===== config.mk =====
export PLATFORM = sky130hd
export DESIGN_NAME = dma3d_seq
export DESIGN_NICKNAME = d
export VERILOG_FILES = /design/src/rtl/dma3d_pkg.sv /design/src/rtl/dma3d_pset_mem.sv /design/src/rtl/dma3d_addr_step.sv /design/src/rtl/dma3d_seq.sv
export SDC_FILE = /design/constraint.sdc
export NUM_CORES = 2
export LEC_CHECK = 0
export BUFFER_PORTS_ARGS = -buffer_cell sky130_fd_sc_hd__buf_2
export CORE_ASPECT_RATIO = 1.2
export CORE_MARGIN = 4
export CORE_UTILIZATION = 60
export DETAILED_ROUTE_END_ITERATION = 10
export GPL_TIMING_DRIVEN = 0
export HOLD_SLACK_MARGIN = 0.12
export PLACE_DENSITY = 0.78
export SLEW_MARGIN = 20
export SYNTH_ARGS = -nofsm -noshare
export SYNTH_HDL_FRONTEND = slang
export SYNTH_SLANG_ARGS = --single-unit

===== constraint.sdc =====
create_clock -name clk -period 8.2 [get_ports clk]
set_input_delay 0.41 -clock clk [delete_from_list [all_inputs] [get_ports clk]]
set_output_delay 0.41 -clock clk [all_outputs]
set_load 0.1 [all_outputs]

===== src/rtl/dma3d_pkg.sv =====
package dma3d_pkg;
  localparam int AW = 32;   // address width
  localparam int CW = 16;   // counter width
  localparam int IW = 16;   // stride width
  localparam int LW = 3;    // link field width

  typedef struct packed {
    logic [AW-1:0] src;
    logic [AW-1:0] dst;
    logic [CW-1:0] acnt;
    logic [CW-1:0] bcnt;
    logic [CW-1:0] ccnt;
    logic [IW-1:0] sbidx;
    logic [IW-1:0] dbidx;
    logic [IW-1:0] scidx;
    logic [IW-1:0] dcidx;
    logic [LW-1:0] link;
    logic          absync;
    logic          sconst;
    logic          dconst;
    logic          chain;
  } pset_t;
endpackage


===== src/rtl/dma3d_pset_mem.sv =====
module dma3d_pset_mem
  import dma3d_pkg::*;
#(
  parameter int NSETS = 4,
  localparam int SLOTW = $clog2(NSETS)
) (
  input  logic             clk,
  input  logic             rst_n,
  input  logic             we,
  input  logic [SLOTW-1:0] waddr,
  input  pset_t            wdata,
  input  logic [LW-1:0]    raddr,
  output pset_t            rdata,
  output logic             rok
);
  pset_t slot_q [NSETS];

  for (genvar g = 0; g < NSETS; g++) begin : g_slot
    always_ff @(posedge clk or negedge rst_n) begin
      if (!rst_n)                         slot_q[g] <= '0;
      else if (we && waddr == SLOTW'(g))  slot_q[g] <= wdata;
    end
  end

  always_comb begin
    rdata = '0;
    rok   = 1'b0;
    for (int i = 0; i < NSETS; i++) begin
      if (raddr == LW'(i)) begin
        rdata = slot_q[i];
        rok   = 1'b1;
      end
    end
  end
endmodule


===== src/rtl/dma3d_addr_step.sv =====
module dma3d_addr_step
  import dma3d_pkg::*;
(
  input  logic [AW-1:0] cur,
  input  logic [AW-1:0] base,
  input  logic [IW-1:0] bidx,
  input  logic [IW-1:0] cidx,
  input  logic          cst,
  input  logic          frame_end,
  output logic [AW-1:0] nxt,
  output logic [AW-1:0] nxt_base
);
  logic [AW-1:0] bext, cext;
  assign bext = {{(AW-IW){bidx[IW-1]}}, bidx};
  assign cext = {{(AW-IW){cidx[IW-1]}}, cidx};

  always_comb begin
    nxt      = cur;
    nxt_base = base;
    if (!cst) begin
      if (frame_end) begin
        nxt_base = base + cext;
        nxt      = base + cext;
      end else begin
        nxt = cur + bext;
      end
    end
  end
endmodule


===== src/rtl/dma3d_seq.sv =====
module dma3d_seq
  import dma3d_pkg::*;
#(
  parameter int NSETS = 4,
  localparam int SLOTW = $clog2(NSETS)
) (
  input  logic             clk,
  input  logic             rst_n,
  input  logic             cfg_we,
  input  logic             cfg_active,
  input  logic [SLOTW-1:0] cfg_slot,
  input  logic [31:0]      cfg_src,
  input  logic [31:0]      cfg_dst,
  input  logic [15:0]      cfg_acnt,
  input  logic [15:0]      cfg_bcnt,
  input  logic [15:0]      cfg_ccnt,
  input  logic [15:0]      cfg_sbidx,
  input  logic [15:0]      cfg_dbidx,
  input  logic [15:0]      cfg_scidx,
  input  logic [15:0]      cfg_dcidx,
  input  logic [2:0]       cfg_link,
  input  logic             cfg_absync,
  input  logic             cfg_sconst,
  input  logic             cfg_dconst,
  input  logic             cfg_chain,
  input  logic             evt_i,
  output logic             req_valid,
  input  logic             req_ready,
  output logic [31:0]      req_src,
  output logic [31:0]      req_dst,
  output logic [15:0]      req_bytes,
  output logic             done_o,
  output logic             chain_o,
  output logic             err_o
);
  pset_t         cfg_set, act_q, link_set;
  logic          link_ok;
  logic [AW-1:0] src_q, dst_q, fsrc_q, fdst_q;
  logic [AW-1:0] src_nx, dst_nx, fsrc_nx, fdst_nx;
  logic [CW-1:0] bleft_q, cleft_q;
  logic          live_q, busy_q;
  logic          hs, frame_end, blk_end, bad_cfg;

  always_comb begin
    cfg_set        = '0;
    cfg_set.src    = cfg_src;
    cfg_set.dst    = cfg_dst;
    cfg_set.acnt   = cfg_acnt;
    cfg_set.bcnt   = cfg_bcnt;
    cfg_set.ccnt   = cfg_ccnt;
    cfg_set.sbidx  = cfg_sbidx;
    cfg_set.dbidx  = cfg_dbidx;
    cfg_set.scidx  = cfg_scidx;
    cfg_set.dcidx  = cfg_dcidx;
    cfg_set.link   = cfg_link;
    cfg_set.absync = cfg_absync;
    cfg_set.sconst = cfg_sconst;
    cfg_set.dconst = cfg_dconst;
    cfg_set.chain  = cfg_chain;
  end

  dma3d_pset_mem #(.NSETS(NSETS)) u_mem (
    .clk   (clk),
    .rst_n (rst_n),
    .we    (cfg_we && !cfg_active),
    .waddr (cfg_slot),
    .wdata (cfg_set),
    .raddr (act_q.link),
    .rdata (link_set),
    .rok   (link_ok)
  );

  assign hs        = busy_q && req_ready;
  assign frame_end = (bleft_q == CW'(1));
  assign blk_end   = frame_end && (cleft_q == CW'(1));
  assign bad_cfg   = !live_q || (act_q.acnt == '0) || (act_q.bcnt == '0) || (act_q.ccnt == '0);

  dma3d_addr_step u_src_step (
    .cur       (src_q),
    .base      (fsrc_q),
    .bidx      (act_q.sbidx),
    .cidx      (act_q.scidx),
    .cst       (act_q.sconst),
    .frame_end (frame_end),
    .nxt       (src_nx),
    .nxt_base  (fsrc_nx)
  );

  dma3d_addr_step u_dst_step (
    .cur       (dst_q),
    .base      (fdst_q),
    .bidx      (act_q.dbidx),
    .cidx      (act_q.dcidx),
    .cst       (act_q.dconst),
    .frame_end (frame_end),
    .nxt       (dst_nx),
    .nxt_base  (fdst_nx)
  );

  always_ff @(posedge clk or negedge rst_n) begin
    if (!rst_n) begin
      act_q   <= '0;
      src_q   <= '0;
      dst_q   <= '0;
      fsrc_q  <= '0;
      fdst_q  <= '0;
      bleft_q <= '0;
      cleft_q <= '0;
      live_q  <= 1'b0;
      busy_q  <= 1'b0;
      done_o  <= 1'b0;
      chain_o <= 1'b0;
      err_o   <= 1'b0;
    end else begin
      done_o  <= 1'b0;
      chain_o <= 1'b0;
      err_o   <= 1'b0;
      if (cfg_we && cfg_active) begin
        act_q   <= cfg_set;
        src_q   <= cfg_set.src;
        dst_q   <= cfg_set.dst;
        fsrc_q  <= cfg_set.src;
        fdst_q  <= cfg_set.dst;
        bleft_q <= cfg_set.bcnt;
        cleft_q <= cfg_set.ccnt;
        live_q  <= 1'b1;
        busy_q  <= 1'b0;
      end else if (hs) begin
        if (blk_end) begin
          done_o  <= 1'b1;
          chain_o <= act_q.chain;
          busy_q  <= 1'b0;
          live_q  <= link_ok;
          if (link_ok) begin
            act_q   <= link_set;
            src_q   <= link_set.src;
            dst_q   <= link_set.dst;
            fsrc_q  <= link_set.src;
            fdst_q  <= link_set.dst;
            bleft_q <= link_set.bcnt;
            cleft_q <= link_set.ccnt;
          end
        end else if (frame_end) begin
          src_q   <= src_nx;
          dst_q   <= dst_nx;
          fsrc_q  <= fsrc_nx;
          fdst_q  <= fdst_nx;
          bleft_q <= act_q.bcnt;
          cleft_q <= cleft_q - CW'(1);
          busy_q  <= 1'b0;
        end else begin
          src_q   <= src_nx;
          dst_q   <= dst_nx;
          bleft_q <= bleft_q - CW'(1);
          busy_q  <= act_q.absync;
        end
      end else if (evt_i && !busy_q) begin
        if (bad_cfg) err_o  <= 1'b1;
        else         busy_q <= 1'b1;
      end
    end
  end

  assign req_valid = busy_q;
  assign req_src   = src_q;
  assign req_dst   = dst_q;
  assign req_bytes = act_q.acnt;

  AST_REQ_HOLD: assert property (@(posedge clk) disable iff (!rst_n)
    (req_valid && !req_ready && !cfg_we) |=> (req_valid && $stable(req_src) && $stable(req_dst) && $stable(req_bytes)));
  AST_ARRAY_ONE: assert property (@(posedge clk) disable iff (!rst_n)
    (hs && !act_q.absync && !cfg_we) |=> !req_valid);
  AST_DONE_AFTER_ACCEPT: assert property (@(posedge clk) disable iff (!rst_n)
    done_o |-> $past(req_valid && req_ready));
  AST_CHAIN_IN_DONE: assert property (@(posedge clk) disable iff (!rst_n)
    chain_o |-> done_o);
  AST_ERR_NO_REQ: assert property (@(posedge clk) disable iff (!rst_n)
    err_o |-> !req_valid);
endmodule


; ---- Word level (Yosys, flattened, before mapping)
; Cells that the tools add are included.
; W data, S select, Z words.
[word_totals]
reg_bits = 1016
output_inout_bits = 84
word_cells = 194
[op_classes]
add_sub_neg = 6
eq_ne = 12
mux = 63
reduce_logical = 34
[op_table]
columns = op, count
row1 = $mux W183, 4
row2 = $mux W32, 22
row3 = $mux W119, 4
row4 = $mux W16, 10
row5 = $add A32 B32 Y32, 4
row6 = $logic_not A16 Y1, 3
row7 = $eq A16 B1 Y1 const B, 2
row8 = $sub A16 B1 Y16 const B, 2
row9 = $mux W1, 23
row10 = $reduce_and A3 Y1, 4
row11 = $logic_and A1 B1 Y1, 9
row12 = $reduce_and A4 Y1, 2
row13 = $eq A3 B2 Y1 const B, 2
row14 = $ne A3 B1 Y1 const B, 2
row15 = $ne A3 B2 Y1 const B, 2
row16 = $reduce_and A2 Y1, 3
row17 = $reduce_bool A2 Y1, 3
row18 = $reduce_bool A3 Y1, 2
row19 = $eq A2 B2 Y1 const B, 2
row20 = $eq A3 B1 Y1 const B, 1
row21 = $logic_not A1 Y1, 3
row22 = $logic_not A3 Y1, 1
row23 = $logic_or A1 B1 Y1, 3
row24 = $eq A2 B1 Y1 const B, 1
row25 = $logic_not A2 Y1, 1

; ---- Longest topological paths before layout
[depth]
ltp_word = 9
ltp_mapped = 13
mapped_depth_nobuf = 12

; ---- By module
; From an unflattened synthesis, not the netlist that was laid out.
[hier_totals]
cells_unflattened = 5112
area_unflattened_um2 = 55074.1
[by_module_without_submodules]
columns = module, instances, cells_each, area_per_inst_um2
row1 = dma3d_pset_mem, 1, 2182, 32374.8
row2 = dma3d_seq, 1, 1679, 14406.3
row3 = dma3d_addr_step at u_dst_step, 1, 625, 4155.2
row4 = dma3d_addr_step at u_src_step, 1, 626, 4137.7

; ---- Worst setup path before layout
; No wires, ideal clock.
[synth_path]
path_type = flip-flop to flip-flop
startpoint = reg dst_q[0], in the netlist req_dst[0]
endpoint = reg dst_q[28], in the netlist req_dst[28]
t_arrival_ns = 3.422
required_time_ns = 8.101
setup_slack_ns = 4.678
path_stages_with_launch = 13
cell_sequence = dfrtp_1 -> ha_1 -> fa_1 -> a21oi_1 -> o22ai_1 -> nor3_1 -> nor3_1 -> a21o_1 -> a31o_2 -> a2111oi_0 -> nor3_1 -> xnor2_1 -> a311oi_1
[synth_between]
elab_chain_len = 6
[synth_rtl]
columns = element, line
row1 = start: declaration, dma3d_seq.sv:38  ; logic [AW-1:0] src_q, dst_q, fsrc_q, fdst_q;
row2 = start signal: assignment, dma3d_seq.sv:121  ; dst_q <= cfg_set.dst;
row3 = start signal: assignment, dma3d_seq.sv:137  ; dst_q <= link_set.dst;
row4 = start signal: assignment, dma3d_seq.sv:145  ; dst_q <= dst_nx;
row5 = $add A32 B32 Y32, dma3d_addr_step.sv:25  ; nxt = cur + bext;
row6 = $mux W32, dma3d_addr_step.sv:21  ; if (frame_end) begin
row7 = $mux W32, dma3d_addr_step.sv:20  ; if (!cst) begin
row8 = $mux W32, dma3d_seq.sv:129  ; if (blk_end) begin
row9 = $mux W32, dma3d_seq.sv:128  ; end else if (hs) begin
row10 = $mux W32, dma3d_seq.sv:118  ; if (cfg_we && cfg_active) begin
; Every way passes these cells. The select of a mux whose other input is x is not followed.
; A chain may end at the register's enable or synchronous reset.

; ---- Final worst setup path
[layout_path]
startpoint = reg act_q[4] (netlist bit)
endpoint = reg fsrc_q[29]
[layout_between]
elab_chain_len = 9
word_cells_on_any_way = 18
classes_between = eq/ne (4) / mux (12) / reduce/logical (2)
[layout_rtl]
columns = element, line
row1 = start: declaration, dma3d_seq.sv:36  ; pset_t cfg_set, act_q, link_set;
row2 = start signal: assignment, dma3d_seq.sv:119  ; act_q <= cfg_set;
row3 = start signal: assignment, dma3d_seq.sv:135  ; act_q <= link_set;
row4 = $logic_not A3 Y1, dma3d_pset_mem.sv:29  ; if (raddr == LW'(i)) begin
row5 = $mux W183 (4 in a row), dma3d_pset_mem.sv:29
row6 = $mux W32, dma3d_seq.sv:134  ; if (link_ok) begin
row7 = $mux W32, dma3d_seq.sv:129
row8 = $mux W32, dma3d_seq.sv:128
row9 = $mux W32, dma3d_seq.sv:118
row10 = end signal: assignment, dma3d_seq.sv:122  ; fsrc_q <= cfg_set.src;
row11 = end signal: assignment, dma3d_seq.sv:138  ; fsrc_q <= link_set.src;
row12 = end signal: assignment, dma3d_seq.sv:146  ; fsrc_q <= fsrc_nx;
row13 = end: declaration, dma3d_seq.sv:38
; Parallel ways exist; a longest one is shown, timed or not. The select of a mux whose other input is x is not followed.

==> metrics.md <==
| Metric | Value |
|---|---|
| Outcome | `complete, no violations` |
| Sw Share | `0.4129` |
| RSZ-0062 raised after global routing | `no` |
| Min Hold Slack | `0.3156 ns` |
| CTS sink count | `1,016` |
| Non-filler instance count after layout | `6,365` |
| Syn_nets | `4,890` |
| CP peak stage delay | `0.98 ns` |
| Number of global-route vias before repair | `43,960` |
| Cell count after placement | `5,980` |
| Post-synthesis cell type count | `79` |
| Crit path cell chain | `clkbuf_1 -> and3b_1 -> clkbuf_1 -> clkbuf_1 -> buf_1 -> a221oi_1 -> o211ai_1 -> o21ai_0 -> a31oi_1` |
| Post-CTS Resized | `0` |
| Post-Route WL | `194.5 mm` |
| WL/cell | `30.56 um` |
| Critical path class | `flop to flop` |
| Largest net degree at the start of global routing | `142` |
| Post-Route Setup TNS | `0 ns` |
| Vias per Instance | `6.890` |
| Initial detailed-routing violation count | `5,373` |
| Die ar. | `90,240 um2` |
| Initial antenna violation count | `17` |
| WP data arrival | `5.67 ns` |
| Detailed Routing Iterations Pass 1 | `8` |
| Fmax | `0.1973 GHz` |
| H-Tree Depth | `3` |
| Sequential share of the synthesized area | `0.4957` |
| Total track usage | `0.4259` |
| Startpoint types | `flop` |
| Most numerous cell on the critical path | `clkbuf_1` |
| Area contributors post-synth | `dfrtp_1 50%, mux2_2 16%, a21oi_1 3.7%` |
| Setup violators final | `0` |
| Residual DRC count | `0` |
| # rows | `117` |
| Initial core utilization | `0.6051` |
| # hold bufs at CTS | `186` |
| Post-route clock period utilization | `0.6180` |
| Area grow syn2layout | `16.31%` |
| Setup Buffers After CTS | `0` |
| Synth Flop Type | `dfrtp_1` |
| First-pass GRT wire length | `283.2 mm` |
| Final ANT Viol Nets | `0` |
| Pwr Density | `350.7 nW/um2` |
| CP required | `8.80 ns` |
| Register area | `25,420 um2` |
| Combinational Power Share | `0.419` |
| Die W | `274.9 um` |
| Die span in y | `328.3 um` |
| CP Buf/Inv Count | `4` |
| Clock share of power | `0.231` |
| Fin. Hold Viols | `0` |
| Leakage power | `25.28 nW` |
| Synth async-reset ratio | `1.000` |
| Synthesized cell area | `51,290 um2` |
| Yosys warnings | `0` |
| Port bufs | `274` |
| Worst-path clk slew | `0.06 ns` |
| Gr ovfl total | `0` |
| Critical Path Slowest Stage Cell | `buf_1` |
| Count leader, synth | `dfrtp_1` |
| # fillers | `6,047` |
| CP delay by family, top | `buffers and inverters` |
| Multi-input logic area | `24,370 um2` |
| Nature of the critical path endpoint | `flop` |
| Layout cell share with drive strength beyond 1 | `0.2528` |
| P_sw | `8.638 mW` |
| Maximum buffer depth of the clock tree | `3` |
| Worst Hold Class | `input pin to asynchronous set/reset pin` |
| Share of power burned in registers | `0.350` |
| CTS tree | `done` |
| CORE AREA | `84,760 um2` |
| Synth cell count leaders | `1,016 x dfrtp_1, 734 x mux2_2, 375 x a21oi_1` |
| Vias | `43,860` |
| Max FO, Critical Path | `10` |
| Minimum clock period | `5.067 ns` |
| CTS Buf Count | `100` |
| Top cell type's share of synthesized area | `0.4957` |
| Internal Power | `12.28 mW` |
| Slew @ Worst Pin | `1.341 ns` |
| Post-Synthesis Cells | `4,567` |
| Max-cap viol count | `0` |
| Clock Latency Late Sink | `0.71 ns` |
| Mean Syn Cell Area | `11.23 um2` |
| Clock root buffer | `clkbuf_16` |
| IO Count | `275` |
| Slew margin rel. | `0.1063` |
| Final-report max-slew violation count | `0` |
| RePlAce Congestion | `1.034` |
| Final net count | `5,461` |
| Seq cells post-synth | `1,016` |
| Worst Clk Skew | `0.03277 ns` |
| Largest area contributor in the netlist | `dfrtp_1` |
| Number of synthesized flops with an enable pin | `0` |
| VDD IR-drop max | `0.3189 mV` |
| Post-DP HPWL | `137.5 mm` |
==> power groups by stage <==
stage / clock, mW / sequential [mW] / combinational [mW]
global route: 5.02 / 7.40 / 9.38
global placement: 0 / 7.26 / 8.27
finish: 4.84 / 7.32 / 8.76
floorplan: 0 / 8.07 / 5.26
CTS: 4.81 / 7.24 / 8.56
detailed placement: 0 / 7.31 / 8.42
==> final cells by class <==
type | instances | area share
Clock buffer | 151 | 0.04935
Timing Repair Buffer | 469 | 0.05840
Buffer | 321 | 0.02299
Tap cell | 1130 | 0.02370
Inverter | 44 | 0.002769
Antenna cell | 18 | 0.0007551
Sequential cell | 1016 | 0.4262
Clock inverter | 30 | 0.007341
Multi-Input combinational cell | 3186 | 0.4085
==> per-layer routing <==
| layer | global-route usage | wire length (um) | part of all wire |
|---|---|---|---|
| met2 | 0.6421 | 86190 | 0.44 |
| met1 | 0.5059 | 67700 | 0.35 |
| met4 | 0.3279 | 18640 | 0.096 |
| met5 | 0.008772 | 104 | 0.00053 |
| met3 | 0.1375 | 21860 | 0.11 |
==> metrics by stage <==
stage / power, mW / worst slack (ns) / cell area [um2] / util
4_1_cts: 20.61 / 3.516 / 59600 / 0.7032
6_report: 20.92 / 3.133 / 59650 / 0.7038
3_3_place_gp: 15.53 / -15.12 / 54070 / 0.6380
2_1_floorplan: 13.33 / 4.678 / 51290 / -
5_1_grt: 21.80 / 3.270 / 59630 / 0.7035
3_5_place_dp: 15.73 / 3.655 / 54360 / 0.6413
==> registers in the layout, indices dropped and copies added, names as in the netlist <==
| name | flops |
|---|---|
| err_o | 1 |
| act_q | 103 |
| fdst_q | 32 |
| req_dst | 32 |
| fsrc_q | 32 |
| cleft_q | 16 |
| live_q | 1 |
| bleft_q | 16 |
| req_bytes | 16 |
| u_mem.slot_q | 732 |
| chain_o | 1 |
| req_valid | 1 |
| req_src | 32 |
| done_o | 1 |
==> worst paths after layout <==
kind,startpoint,to,slack [ns],cells after the start
min,rst_n,u_mem.slot_q[258],0.32,2
max,act_q[4],fsrc_q[29],3.13,9
min reg2reg,act_q[72],act_q[72],0.49,2
min in group clk,act_q[72],act_q[72],0.49,2
max in group asynchronous,rst_n,req_src[26],5.79,5
max reg2reg,act_q[4],fsrc_q[29],3.13,9
==> cell families (layout without fill, tap and decap cells) <==
logic type | after synthesis | in the layout | share of synthesized area
compound gates | 1319 | 1319 | 0.1667
xor+xnor | 117 | 117 | 0.01998
fa+ha+maj | 132 | 132 | 0.03279
buf+inv | 365 | 1015 | 0.02932
flops | 1016 | 1016 | 0.4957
mux | 798 | 798 | 0.1824
other cells | 0 | 18 | 0
simple gates | 820 | 820 | 0.07304
==> cells in the final DEF, fill, tap and decap left out, types with 18 or more instances in the layout <==
cell              n
xor2_1           46
nand4_1          18
mux2i_1          28
mux4_2           36
o22ai_1          21
a21oi_1         374
clkbuf_16       100
clkbuf_8         25
xnor2_1          71
mux2_2          734
nand3_1         103
clkbuf_2         18
ha_1            128
a221oi_1         44
diode_2          18
buf_2           322
o21ai_0         247
nor2_1          341
a221o_1          18
dfrtp_1        1016
a31oi_1          42
nor4_1           21
buf_1            23
a22oi_1         248
o211ai_1         41
dlygate4sd3_1   186
clkbuf_1        238
inv_1            44
nor3_1           61
nand2_1         173
a21o_1           71
o21bai_1         24
a211oi_1         32
a22o_1           40
Power figures use the tool's default switching activity.
